**config.mk**
```make
export PLATFORM = sky130hd
export DESIGN_NAME = row_seq_top
export DESIGN_NICKNAME = d
export VERILOG_FILES = /design/src/rtl/row_seq_pkg.sv /design/src/rtl/row_seq_cfg.sv /design/src/rtl/row_seq_store.sv /design/src/rtl/row_seq_core.sv /design/src/rtl/row_seq_top.sv
export SDC_FILE = /design/constraint.sdc
export NUM_CORES = 2
export LEC_CHECK = 0
export ABC_AREA = 1
export BUFFER_PORTS_ARGS = -buffer_cell sky130_fd_sc_hd__buf_2
export CELL_PAD_IN_SITES_DETAIL_PLACEMENT = 1
export CELL_PAD_IN_SITES_GLOBAL_PLACEMENT = 2
export CORE_ASPECT_RATIO = 0.7
export CORE_MARGIN = 1.5
export CORE_UTILIZATION = 33
export DETAILED_ROUTE_END_ITERATION = 8
export PLACE_DENSITY_LB_ADDON = 0.25
export SLEW_MARGIN = 25
export SYNTH_ARGS = -nofsm -noshare
export SYNTH_HDL_FRONTEND = slang
export SYNTH_SLANG_ARGS = --single-unit
```
**constraint.sdc**
```tcl
create_clock -name clk -period 4.9 [get_ports clk]
set_clock_uncertainty 0.15 [all_clocks]
set_input_delay 0.49 -clock clk [delete_from_list [all_inputs] [get_ports clk]]
set_output_delay 0.49 -clock clk [all_outputs]
set_load 0.1 [all_outputs]
```
**src/rtl/row_seq_pkg.sv**
```systemverilog
package row_seq_pkg;

  typedef enum logic [1:0] {
    S_IDLE = 2'd0,
    S_GATE = 2'd1,
    S_GAP  = 2'd2,
    S_CLR  = 2'd3
  } seq_state_e;

  // frame = target bit + address field + data word
  function automatic int frame_bits(input int addr_w, input int word_w);
    return 1 + addr_w + word_w;
  endfunction

  function automatic int word_bits(input int row_w, input int dur_w);
    return row_w + 2 * dur_w + 1;
  endfunction

endpackage

```
**src/rtl/row_seq_cfg.sv**
```systemverilog
module row_seq_cfg #(
  parameter int FRAME_W = 24
) (
  input  logic               clk,
  input  logic               rst_n,
  input  logic               cfg_en,
  input  logic               cfg_dat,
  output logic               frm_stb,
  output logic [FRAME_W-1:0] frm
);
  localparam int CNT_W = $clog2(FRAME_W);

  logic [CNT_W-1:0]   bit_cnt;
  logic [FRAME_W-1:0] shreg;
  logic               frame_end;

  assign frame_end = cfg_en && (bit_cnt == CNT_W'(FRAME_W - 1));

  always_ff @(posedge clk) begin
    if (!rst_n) begin
      bit_cnt <= '0;
      shreg   <= '0;
      frm_stb <= 1'b0;
      frm     <= '0;
    end else begin
      frm_stb <= 1'b0;
      if (!cfg_en) begin
        bit_cnt <= '0;
      end else begin
        shreg <= {shreg[FRAME_W-2:0], cfg_dat};
        if (frame_end) begin
          bit_cnt <= '0;
          frm_stb <= 1'b1;
          frm     <= {shreg[FRAME_W-2:0], cfg_dat};
        end else begin
          bit_cnt <= bit_cnt + 1'b1;
        end
      end
    end
  end

  assert_frame_after_bits_R1: assert property (@(posedge clk) disable iff (!rst_n)
    frm_stb |-> $past(cfg_en));

endmodule

```
**src/rtl/row_seq_store.sv**
```systemverilog
module row_seq_store #(
  parameter int NROWS   = 128,
  parameter int DEPTH   = 16,
  parameter int ADDR_FW = 7,
  parameter int WORD_W  = 16
) (
  input  logic                            clk,
  input  logic                            rst_n,
  input  logic                            frm_stb,
  input  logic [1+ADDR_FW+WORD_W-1:0]     frm,
  input  logic                            busy,
  output logic [WORD_W-1:0]               tbl [DEPTH],
  output logic [NROWS-1:0]                row_en,
  output logic                            cfg_err
);
  localparam int IDX_W = $clog2(DEPTH);
  localparam int ROW_W = $clog2(NROWS);

  logic               is_mask;
  logic [ADDR_FW-1:0] addr;
  logic [WORD_W-1:0]  data;
  logic               wr_ok;
  logic               wr_drop;

  assign is_mask = frm[ADDR_FW+WORD_W];
  assign addr    = frm[ADDR_FW+WORD_W-1:WORD_W];
  assign data    = frm[WORD_W-1:0];
  assign wr_ok   = frm_stb && !busy;
  assign wr_drop = frm_stb && busy;

  always_ff @(posedge clk) begin
    if (!rst_n) begin
      for (int i = 0; i < DEPTH; i++) tbl[i] <= '0;
      row_en  <= '1;
      cfg_err <= 1'b0;
    end else begin
      if (wr_drop) cfg_err <= 1'b1;
      if (wr_ok) begin
        if (is_mask) row_en[addr[ROW_W-1:0]] <= data[0];
        else         tbl[addr[IDX_W-1:0]]    <= data;
      end
    end
  end

  assert_err_sticky_R9: assert property (@(posedge clk) disable iff (!rst_n)
    cfg_err |=> cfg_err);
  assert_busy_write_flag_R9: assert property (@(posedge clk) disable iff (!rst_n)
    wr_drop |=> cfg_err);
  assert_busy_write_dropped_R9: assert property (@(posedge clk) disable iff (!rst_n)
    wr_drop |=> $stable(row_en));

endmodule

```
**src/rtl/row_seq_core.sv**
```systemverilog
module row_seq_core
  import row_seq_pkg::*;
#(
  parameter int NROWS = 128,
  parameter int DEPTH = 16,
  parameter int DUR_W = 4
) (
  input  logic                clk,
  input  logic                rst_n,
  input  logic [$clog2(NROWS)+2*DUR_W:0] tbl [DEPTH],
  input  logic [NROWS-1:0]    row_en,
  input  logic                token_in,
  output logic [NROWS-1:0]    gate_o,
  output logic [NROWS-1:0]    clear_o,
  output logic                token_out,
  output logic                busy
);
  localparam int ROW_W  = $clog2(NROWS);
  localparam int IDX_W  = $clog2(DEPTH);
  localparam int WORD_W = word_bits(ROW_W, DUR_W);

  function automatic logic [ROW_W-1:0] f_row(input logic [WORD_W-1:0] w);
    return w[WORD_W-1 -: ROW_W];
  endfunction
  function automatic logic [DUR_W-1:0] f_gate_len(input logic [WORD_W-1:0] w);
    return w[2*DUR_W -: DUR_W];
  endfunction
  function automatic logic [DUR_W-1:0] f_clr_len(input logic [WORD_W-1:0] w);
    return w[DUR_W -: DUR_W];
  endfunction
  function automatic logic f_end(input logic [WORD_W-1:0] w);
    return w[0];
  endfunction

  // first enabled entry at or after s, not crossing an end flag
  function automatic logic [IDX_W:0] seek(input int s,
                                          input logic [WORD_W-1:0] t [DEPTH],
                                          input logic [NROWS-1:0] en);
    logic             hit;
    logic             halt;
    logic [IDX_W-1:0] at;
    hit  = 1'b0;
    halt = 1'b0;
    at   = '0;
    for (int i = 0; i < DEPTH; i++) begin
      if (!halt && !hit && i >= s && en[f_row(t[i])]) begin
        hit = 1'b1;
        at  = IDX_W'(i);
      end
      if (i >= s && f_end(t[i])) halt = 1'b1;
    end
    return {hit, at};
  endfunction

  seq_state_e       st;
  logic [DUR_W-1:0] cnt;
  logic [IDX_W-1:0] ptr;
  logic             pass;
  logic [IDX_W:0]   first_hit;
  logic [IDX_W:0]   next_hit;
  logic             is_final;
  logic [ROW_W-1:0] cur_row;

  // named internal events
  logic ev_start;
  logic ev_pass;
  logic ev_gate_done;
  logic ev_clr_done;
  logic ev_release;

  always_comb begin
    first_hit = seek(0, tbl, row_en);
    next_hit  = seek(int'(ptr) + 1, tbl, row_en);
  end

  assign is_final     = f_end(tbl[ptr]) || !next_hit[IDX_W];
  assign cur_row      = f_row(tbl[ptr]);
  assign ev_start     = (st == S_IDLE) && !pass && token_in && first_hit[IDX_W];
  assign ev_pass      = (st == S_IDLE) && !pass && token_in && !first_hit[IDX_W];
  assign ev_gate_done = (st == S_GATE) && (cnt == '0);
  assign ev_clr_done  = (st == S_CLR) && (cnt == '0);
  assign ev_release   = ev_clr_done && is_final;

  always_ff @(posedge clk) begin
    if (!rst_n) begin
      st   <= S_IDLE;
      cnt  <= '0;
      ptr  <= '0;
      pass <= 1'b0;
    end else begin
      pass <= ev_pass;
      unique case (st)
        S_IDLE: begin
          if (ev_start) begin
            st  <= S_GATE;
            ptr <= first_hit[IDX_W-1:0];
            cnt <= f_gate_len(tbl[first_hit[IDX_W-1:0]]);
          end
        end
        S_GATE: begin
          if (ev_gate_done) st <= S_GAP;
          else              cnt <= cnt - 1'b1;
        end
        S_GAP: begin
          st  <= S_CLR;
          cnt <= f_clr_len(tbl[ptr]);
        end
        S_CLR: begin
          if (ev_release) begin
            st <= S_IDLE;
          end else if (ev_clr_done) begin
            st  <= S_GATE;
            ptr <= next_hit[IDX_W-1:0];
            cnt <= f_gate_len(tbl[next_hit[IDX_W-1:0]]);
          end else begin
            cnt <= cnt - 1'b1;
          end
        end
        default: st <= S_IDLE;
      endcase
    end
  end

  for (genvar r = 0; r < NROWS; r++) begin : g_row_drv
    assign gate_o[r]  = (st == S_GATE) && (cur_row == ROW_W'(r));
    assign clear_o[r] = (st == S_CLR)  && (cur_row == ROW_W'(r));
  end

  assign token_out = pass || ev_release;
  assign busy      = (st != S_IDLE) || pass;

  assert_single_strobe_R4: assert property (@(posedge clk) disable iff (!rst_n)
    $onehot0({gate_o, clear_o}));
  assert_gap_after_gate_R4: assert property (@(posedge clk) disable iff (!rst_n)
    (|gate_o) ##1 !(|gate_o) |-> clear_o == '0);
  assert_token_one_cycle_R8: assert property (@(posedge clk) disable iff (!rst_n)
    token_out && !token_in |=> !token_out);
  assert_token_on_clear_R8: assert property (@(posedge clk) disable iff (!rst_n)
    token_out && !pass |-> |clear_o);
  assert_token_releases_R8: assert property (@(posedge clk) disable iff (!rst_n)
    token_out && !token_in |=> !busy);
  assert_busy_token_ignored_R10: assert property (@(posedge clk) disable iff (!rst_n)
    (st == S_GATE) && !ev_gate_done |=> st == S_GATE);

endmodule

```
**src/rtl/row_seq_top.sv**
```systemverilog
module row_seq_top
  import row_seq_pkg::*;
#(
  parameter int NROWS = 128,
  parameter int DEPTH = 16,
  parameter int DUR_W = 4
) (
  input  logic             clk,
  input  logic             rst_n,
  input  logic             cfg_en,
  input  logic             cfg_dat,
  input  logic             token_in,
  output logic [NROWS-1:0] gate_o,
  output logic [NROWS-1:0] clear_o,
  output logic             token_out,
  output logic             busy,
  output logic             cfg_err
);
  localparam int ROW_W   = $clog2(NROWS);
  localparam int WORD_W  = word_bits(ROW_W, DUR_W);
  localparam int FRAME_W = frame_bits(ROW_W, WORD_W);

  logic               frm_stb;
  logic [FRAME_W-1:0] frm;
  logic [WORD_W-1:0]  tbl [DEPTH];
  logic [NROWS-1:0]   row_en;

  row_seq_cfg #(.FRAME_W(FRAME_W)) u_cfg (
    .clk     (clk),
    .rst_n   (rst_n),
    .cfg_en  (cfg_en),
    .cfg_dat (cfg_dat),
    .frm_stb (frm_stb),
    .frm     (frm)
  );

  row_seq_store #(
    .NROWS   (NROWS),
    .DEPTH   (DEPTH),
    .ADDR_FW (ROW_W),
    .WORD_W  (WORD_W)
  ) u_store (
    .clk     (clk),
    .rst_n   (rst_n),
    .frm_stb (frm_stb),
    .frm     (frm),
    .busy    (busy),
    .tbl     (tbl),
    .row_en  (row_en),
    .cfg_err (cfg_err)
  );

  row_seq_core #(
    .NROWS (NROWS),
    .DEPTH (DEPTH),
    .DUR_W (DUR_W)
  ) u_core (
    .clk       (clk),
    .rst_n     (rst_n),
    .tbl       (tbl),
    .row_en    (row_en),
    .token_in  (token_in),
    .gate_o    (gate_o),
    .clear_o   (clear_o),
    .token_out (token_out),
    .busy      (busy)
  );

endmodule

```
======== After elaboration in Yosys (flattened, before gate mapping) ========
Cells that the tools add are included.
word-level totals
  register bits ........................... 449
  input bits .............................. 5
  output and inout port bits .............. 259
  logic and storage cells ................. 805
operators by class
  magnitude comparators ................... 39
  add/sub/neg operators ................... 3
  bitwise operators ....................... 7
  equality and inequality tests ........... 137
  mux-type cells .......................... 154
  reductions and logical operators ........ 439
operators by type and width
  kind                                                                          number
  7-bit equality test, second input constant                                    64
  1-bit logical AND                                                             359
  256-bit bitwise mux                                                           1
  5-bit by 32-bit >= comparator with 1-bit output, first input constant         8
  7-bit by 6-bit equality test with 1-bit output, second input constant         32
  16-bit binary-select mux with 4-bit select                                    3
  7-bit by 8-bit less-than comparator with 1-bit output, second input constant  17
  128-bit bitwise mux                                                           1
  4-bit by 32-bit >= comparator with 1-bit output, first input constant         4
  4-bit two-way mux                                                             29
  1-bit binary-select mux with 7-bit select                                     16
  7-bit by 5-bit equality test with 1-bit output, second input constant         16
  1-bit two-way mux                                                             82
  16-bit demux with 4-bit select                                                1
  3-bit by 32-bit >= comparator with 1-bit output, first input constant         2
  1-bit zero test                                                               64
  7-bit by 4-bit equality test with 1-bit output, second input constant         8
  16-bit two-way mux                                                            3
  9-bit two-way mux                                                             4
  1-bit by 32-bit >= comparator with 1-bit output, first input constant         1
  2-bit by 32-bit >= comparator with 1-bit output, first input constant         1
  7-bit by 3-bit equality test with 1-bit output, second input constant         4
  5-bit >= comparator, second input constant                                    4
  4-bit inverter with 5-bit output                                              4
  other kinds (29)                                                              51

======== Logic depth before layout (Yosys ltp) ========
  depth after elaboration ................. 86
  gate-level depth with buffers ........... 33
  gate-level depth less buffers ........... 31

======== Hierarchy ========
A second synthesis with hierarchy kept.
unflattened totals
  cell total of the unflattened synthesis .. 8248
  area total of the unflattened synthesis .. 44027.2 µm²
by module, submodules not included
  module         seq. area each (µm²)  cells an instance  instances  area each (µm²)
  row_seq_core   220.2                 5812               1          26944.6
  row_seq_store  7707.4                2179               1          15143.3
  row_seq_cfg    1061.0                257                1          1939.4

======== Worst setup path after synthesis ========
Ideal clock, no wire load.
  path kind ............................... flip-flop to output port
  from .................................... register u_core.ptr[0]
  to ...................................... output port clear_o[32]
  path buffers ............................ 3
  cell stages (with the launch flop) ...... 13
  data arrival time ....................... 4.417 ns
  slack ................................... -0.157 ns
  data required time ...................... 4.260 ns
  cell sequence ........................... dfxtp_1 buf_2 clkinv_1 clkbuf_1 o21ai_0 nand2_1 a22o_1 a31oi_1 nand2_1 nor2_1 inv_1 clkbuf_1 nor3_1
on the way
  cells in the longest elaborated chain, start to end .. 6
RTL lines
  what                                                    RTL line             source
  start: declaration                                      row_seq_core.sv:57   logic [IDX_W-1:0] ptr;
  start signal: assignment                                row_seq_core.sv:96   ptr <= first_hit[IDX_W-1:0];
  start signal: assignment                                row_seq_core.sv:113  ptr <= next_hit[IDX_W-1:0];
  4-bit inverter with 5-bit output (implied by the code)  row_seq_core.sv:77   assign cur_row = f_row(tbl[ptr]);
  16-bit binary-select mux with 4-bit select              row_seq_core.sv:77
  16-bit two-way mux (2 in a row)                         -
  7-bit by 6-bit equality test with 1-bit output          row_seq_core.sv:126  assign clear_o[r] = (st == S_CLR) && (cur_row == ROW_W'(r));
  1-bit logical AND                                       row_seq_core.sv:126
  end: declaration                                        row_seq_top.sv:14    output logic [NROWS-1:0] clear_o,
Every way passes these cells. The select of a mux whose other input is x is not followed.

======== Worst setup path after layout ========
  from .................................... register u_store.row_en[105]
  to ...................................... output port token_out
on the way
  cells in the longest elaborated chain, start to end .. 83
RTL lines
  what                                       RTL line             source
  start: declaration                         row_seq_store.sv:13  output logic [NROWS-1:0] row_en,
  start signal: indexed assignment           row_seq_store.sv:39  if (is_mask) row_en[addr[ROW_W-1:0]] <= data[0];
  1-bit binary-select mux with 7-bit select  row_seq_core.sv:46   if (!halt && !hit && i >= s && en[f_row(t[i])]) begin
  1-bit two-way mux (implied by the code)    row_seq_core.sv:46
  1-bit logical AND                          row_seq_core.sv:46
  1-bit two-way mux                          row_seq_core.sv:46
  1-bit zero test                            row_seq_core.sv:46
  1-bit logical AND (3 in a row)             row_seq_core.sv:46
  1-bit two-way mux                          row_seq_core.sv:46
  1-bit zero test                            row_seq_core.sv:46
  [... 63 more ...]                          -
  1-bit two-way mux                          row_seq_core.sv:46
  1-bit zero test                            row_seq_core.sv:46
  1-bit logical AND (3 in a row)             row_seq_core.sv:46
  1-bit two-way mux *                        row_seq_core.sv:46
  1-bit zero test *                          row_seq_core.sv:76   assign is_final = f_end(tbl[ptr]) || !next_hit[IDX_W];
  1-bit logical OR *                         row_seq_core.sv:76
  1-bit logical AND *                        row_seq_core.sv:82   assign ev_release = ev_clr_done && is_final;
  1-bit logical OR *                         row_seq_core.sv:129  assign token_out = pass || ev_release;
  end: declaration                           row_seq_top.sv:15    output logic token_out,
Mark *: on every way between the ends. The rest lies on a longest branch, timed or not. The select of a mux whose other input is x is not followed.

==> flow_summary.toml <==
[status]
outcome = "finished, violations left"
violations = "negative setup slack"

[worst_setup_path]
cpMostUsedCell = "nand2_1"
worstReg2RegStart = "u_store.row_en[7]$_SDFFE_PN1P_"
crit_chain = "buf_4 > buf_4 > o21ai_0 > o221ai_1 > nand3_1 > nand2_1 > o21ai_1 > nand2_1 > nand3_1 > o21ai_1 > nand3b_1 > nand4_2 > nor2_4 > nand2_1 > o31ai_2 > nand2_1 > buf_6 > nand2_2 > buf_12"
cp-end-kind = "output port"
cp_max_fo = 11
path_class = "flop to output port"
worstPathRequired_ps = 4260
critPathMaxStageDelay_ps = 390
start_kind = "flop"
cp-startpoint = "u_store.row_en[105]$_SDFFE_PN1P_"
path_buf_inv = 4
slowest_stage = "o21ai_1"
cp_data_arrival_time_ps = 4310
cp_top_family = "compound AO/OA/AOI/OAI gates"

[cells_and_area]
areaGrowthSynthToFinish_pct = 25.4
post-route-util_pct = 41.9
n_fill_cell = 16400
regArea_sq_mm = 0.00902
fin_cells = 9091
design_area_sq_mm = 0.0532
drive_above_1_share_pct = 13.5
layout_common_cells = "1,653 x nand2_1, 1,211 x nand3_1, 984 x nor2_1"
mostFrequentLayoutCell = "nand2_1"
multiInputGateArea_sq_mm = 0.0288
final_nets = 7384

[floorplan]
rows = 109
core_area_sq_mm = 0.127
io_pins = 264
die_x_um = 431
die-area_sq_mm = 0.131
fp.dieH_um = 303
initial_core_util_pct = 33.4

[sta]
setup_violations = 2
fin_crit_sh_pct = 101
period_needed_ps = 4950
clock.fmax_mhz = 202
timing.hold.ws_ps = 96.7
final_max_slew_viol_count = 0
max_slew_margin_pct = 19.5
post-route-worst-setup-slack_ps = -49.9
fin_setup_tns_ps = -68.7
hold_viol_final = 0
rsz0062_at_grt = "true"
tightestPinTransition_ps = 1210

[synthesis]
synth_area_per_cell_sq_um = 5.65
ys.flop_type = "dfxtp_1"
syn-num-nets = 7521
yosysWarnings = 0
synth_cells = 7504
ys_ff_latch = 449
syn-cell-area_sq_mm = 0.0424
synth_cell_type_count = 58
ys_async_sr_fraction_pct = 0
synth-seq-area-share_pct = 21.2
synth_edf_count = 0

[route]
drc = 0
vias_per_cell = 6.66
drtIter0Drc = 9657
dr.pass1.iters = 7
routed_wl_um = 300000
num_vias = 60600
ant_nets = 0
wl_per_cell_um = 33.0

[clock_tree]
ctsLongestPathBuffers = 3
cts_root_buffer = "clkbuf_16"
cts.sinks = 449
clk_pin_slew_ps = 60
h-tree-depth = 2
worstSkewPairLatency_ps = 700
tritoncts = "done"
cts_buffers = 51

[grt]
grt_max_degree = 106
grt_first_pass_wirelength_um = 416000
grt_util_all_layers_pct = 43.7
first_global_vias = 55600
grt_overflow = 0
antenna_found_initial = 22

[placed_design]
place.gp.congestion = 1.06
io_buffers = 263
place_inst = 8965
dp_hpwl_um = 192000
placed_area_sq_mm = 0.0509

[power_and_ir_drop]
irDropWorstVdd_mv = 0.281
power_density_mw_per_mm2 = 246
p_leak_nw = 22.5

[run]
maxCapViolCount = 0

[hold_path]
hold_path.startpoint = "rst_n"
hp-class = "primary input to flop"
## metal layers
metal | global-route usage (%) | part of all wire, %
met2 | 56.3 | 37
met4 | 24.4 | 6.4
met1 | 59.1 | 41
met3 | 19.8 | 15
met5 | 0.392 | 0.075
## timing repair
item,CTS,global route
resized for setup,33,59
buffers inserted,5,4
setup endpoints to repair,199,83
cloned,1,1
hold buffers,2,0
pin swaps,1,5
endpoints found under the hold margin,3,0
## power breakdown
group	switching (mW)	internal [mW]	leakage, nW	total [mW]
logic	3.72	1.46	18.1	5.18
registers	0.0637	3.70	3.64	3.76
clock network	1.93	2.22	0.826	4.16
## synth_stat cells, drive strengths merged (2+ instances only)
master  instances  area, sq um
nand2        1669         6330
nand3        1219         6120
nor2         1019         3910
o21ai         935         4680
clkbuf        563         2110
dfxtp         449         8990
buf           354         1870
a21oi         289         1450
o221ai        232         2030
inv           226          851
o311ai        135         1180
a211oi        129          968
nor3          105          568
o211ai         46          350
clkinv         34          128
nand4          23          208
o22ai          19          119
ha             12          150
a31oi           8         50.1
nand3b          8         60.1
o31ai           8         65.1
a221oi          4         35.0
a22o            3         26.3
xor2            3         33.8
and3            2         12.5
xnor2           2         17.5
## final timing paths
path,depth (start not counted),endpoint,slack [ps]
max,19,token_out,-50
max reg2reg,26,u_core.cnt[3]$_SDFFE_PN0P_,370
min,2,u_store.row_en[14]$_SDFFE_PN1P_,100
min reg2reg,1,u_cfg.bit_cnt[0]$_SDFF_PP0_,300
## cell families after synthesis
| family | count (synthesis) | share of synthesized area (%) |
|---|---|---|
| simple gates | 4049 | 40.7 |
| buf+inv | 1177 | 11.7 |
| compound gates | 1812 | 26.0 |
| fa+ha+maj | 12 | 0.354 |
| xor+xnor | 5 | 0.121 |
| flops | 449 | 21.2 |
## through the flow
step	setup WS [ps]	power (mW)
detailed placement	175	8.61
floorplan	-157	6.57
CTS	33.6	12.8
global route	-115	13.5
finish	-49.9	13.1
global placement	357	8.52
## flip-flops by register name, indices dropped and copies added, names as in the netlist
name,count
u_store.tbl,256
u_cfg.frm_stb,1
u_core.pass,1
u_store.cfg_err,1
u_core.ptr,4
u_core.cnt,4
u_cfg.frm,24
u_cfg.bit_cnt,5
u_cfg.shreg,23
u_core.st,2
u_store.row_en,128
## cell type report
type / instances / area share, %
clock inverters: 22 / 0.508
clock buffers: 68 / 2.67
inverters: 260 / 1.97
flip-flops and latches: 449 / 17.0
diodes: 22 / 0.104
well taps: 1665 / 3.92
multi-input cells: 5878 / 54.2
repair buffers: 727 / 19.7
Power figures use the tool's default switching activity.
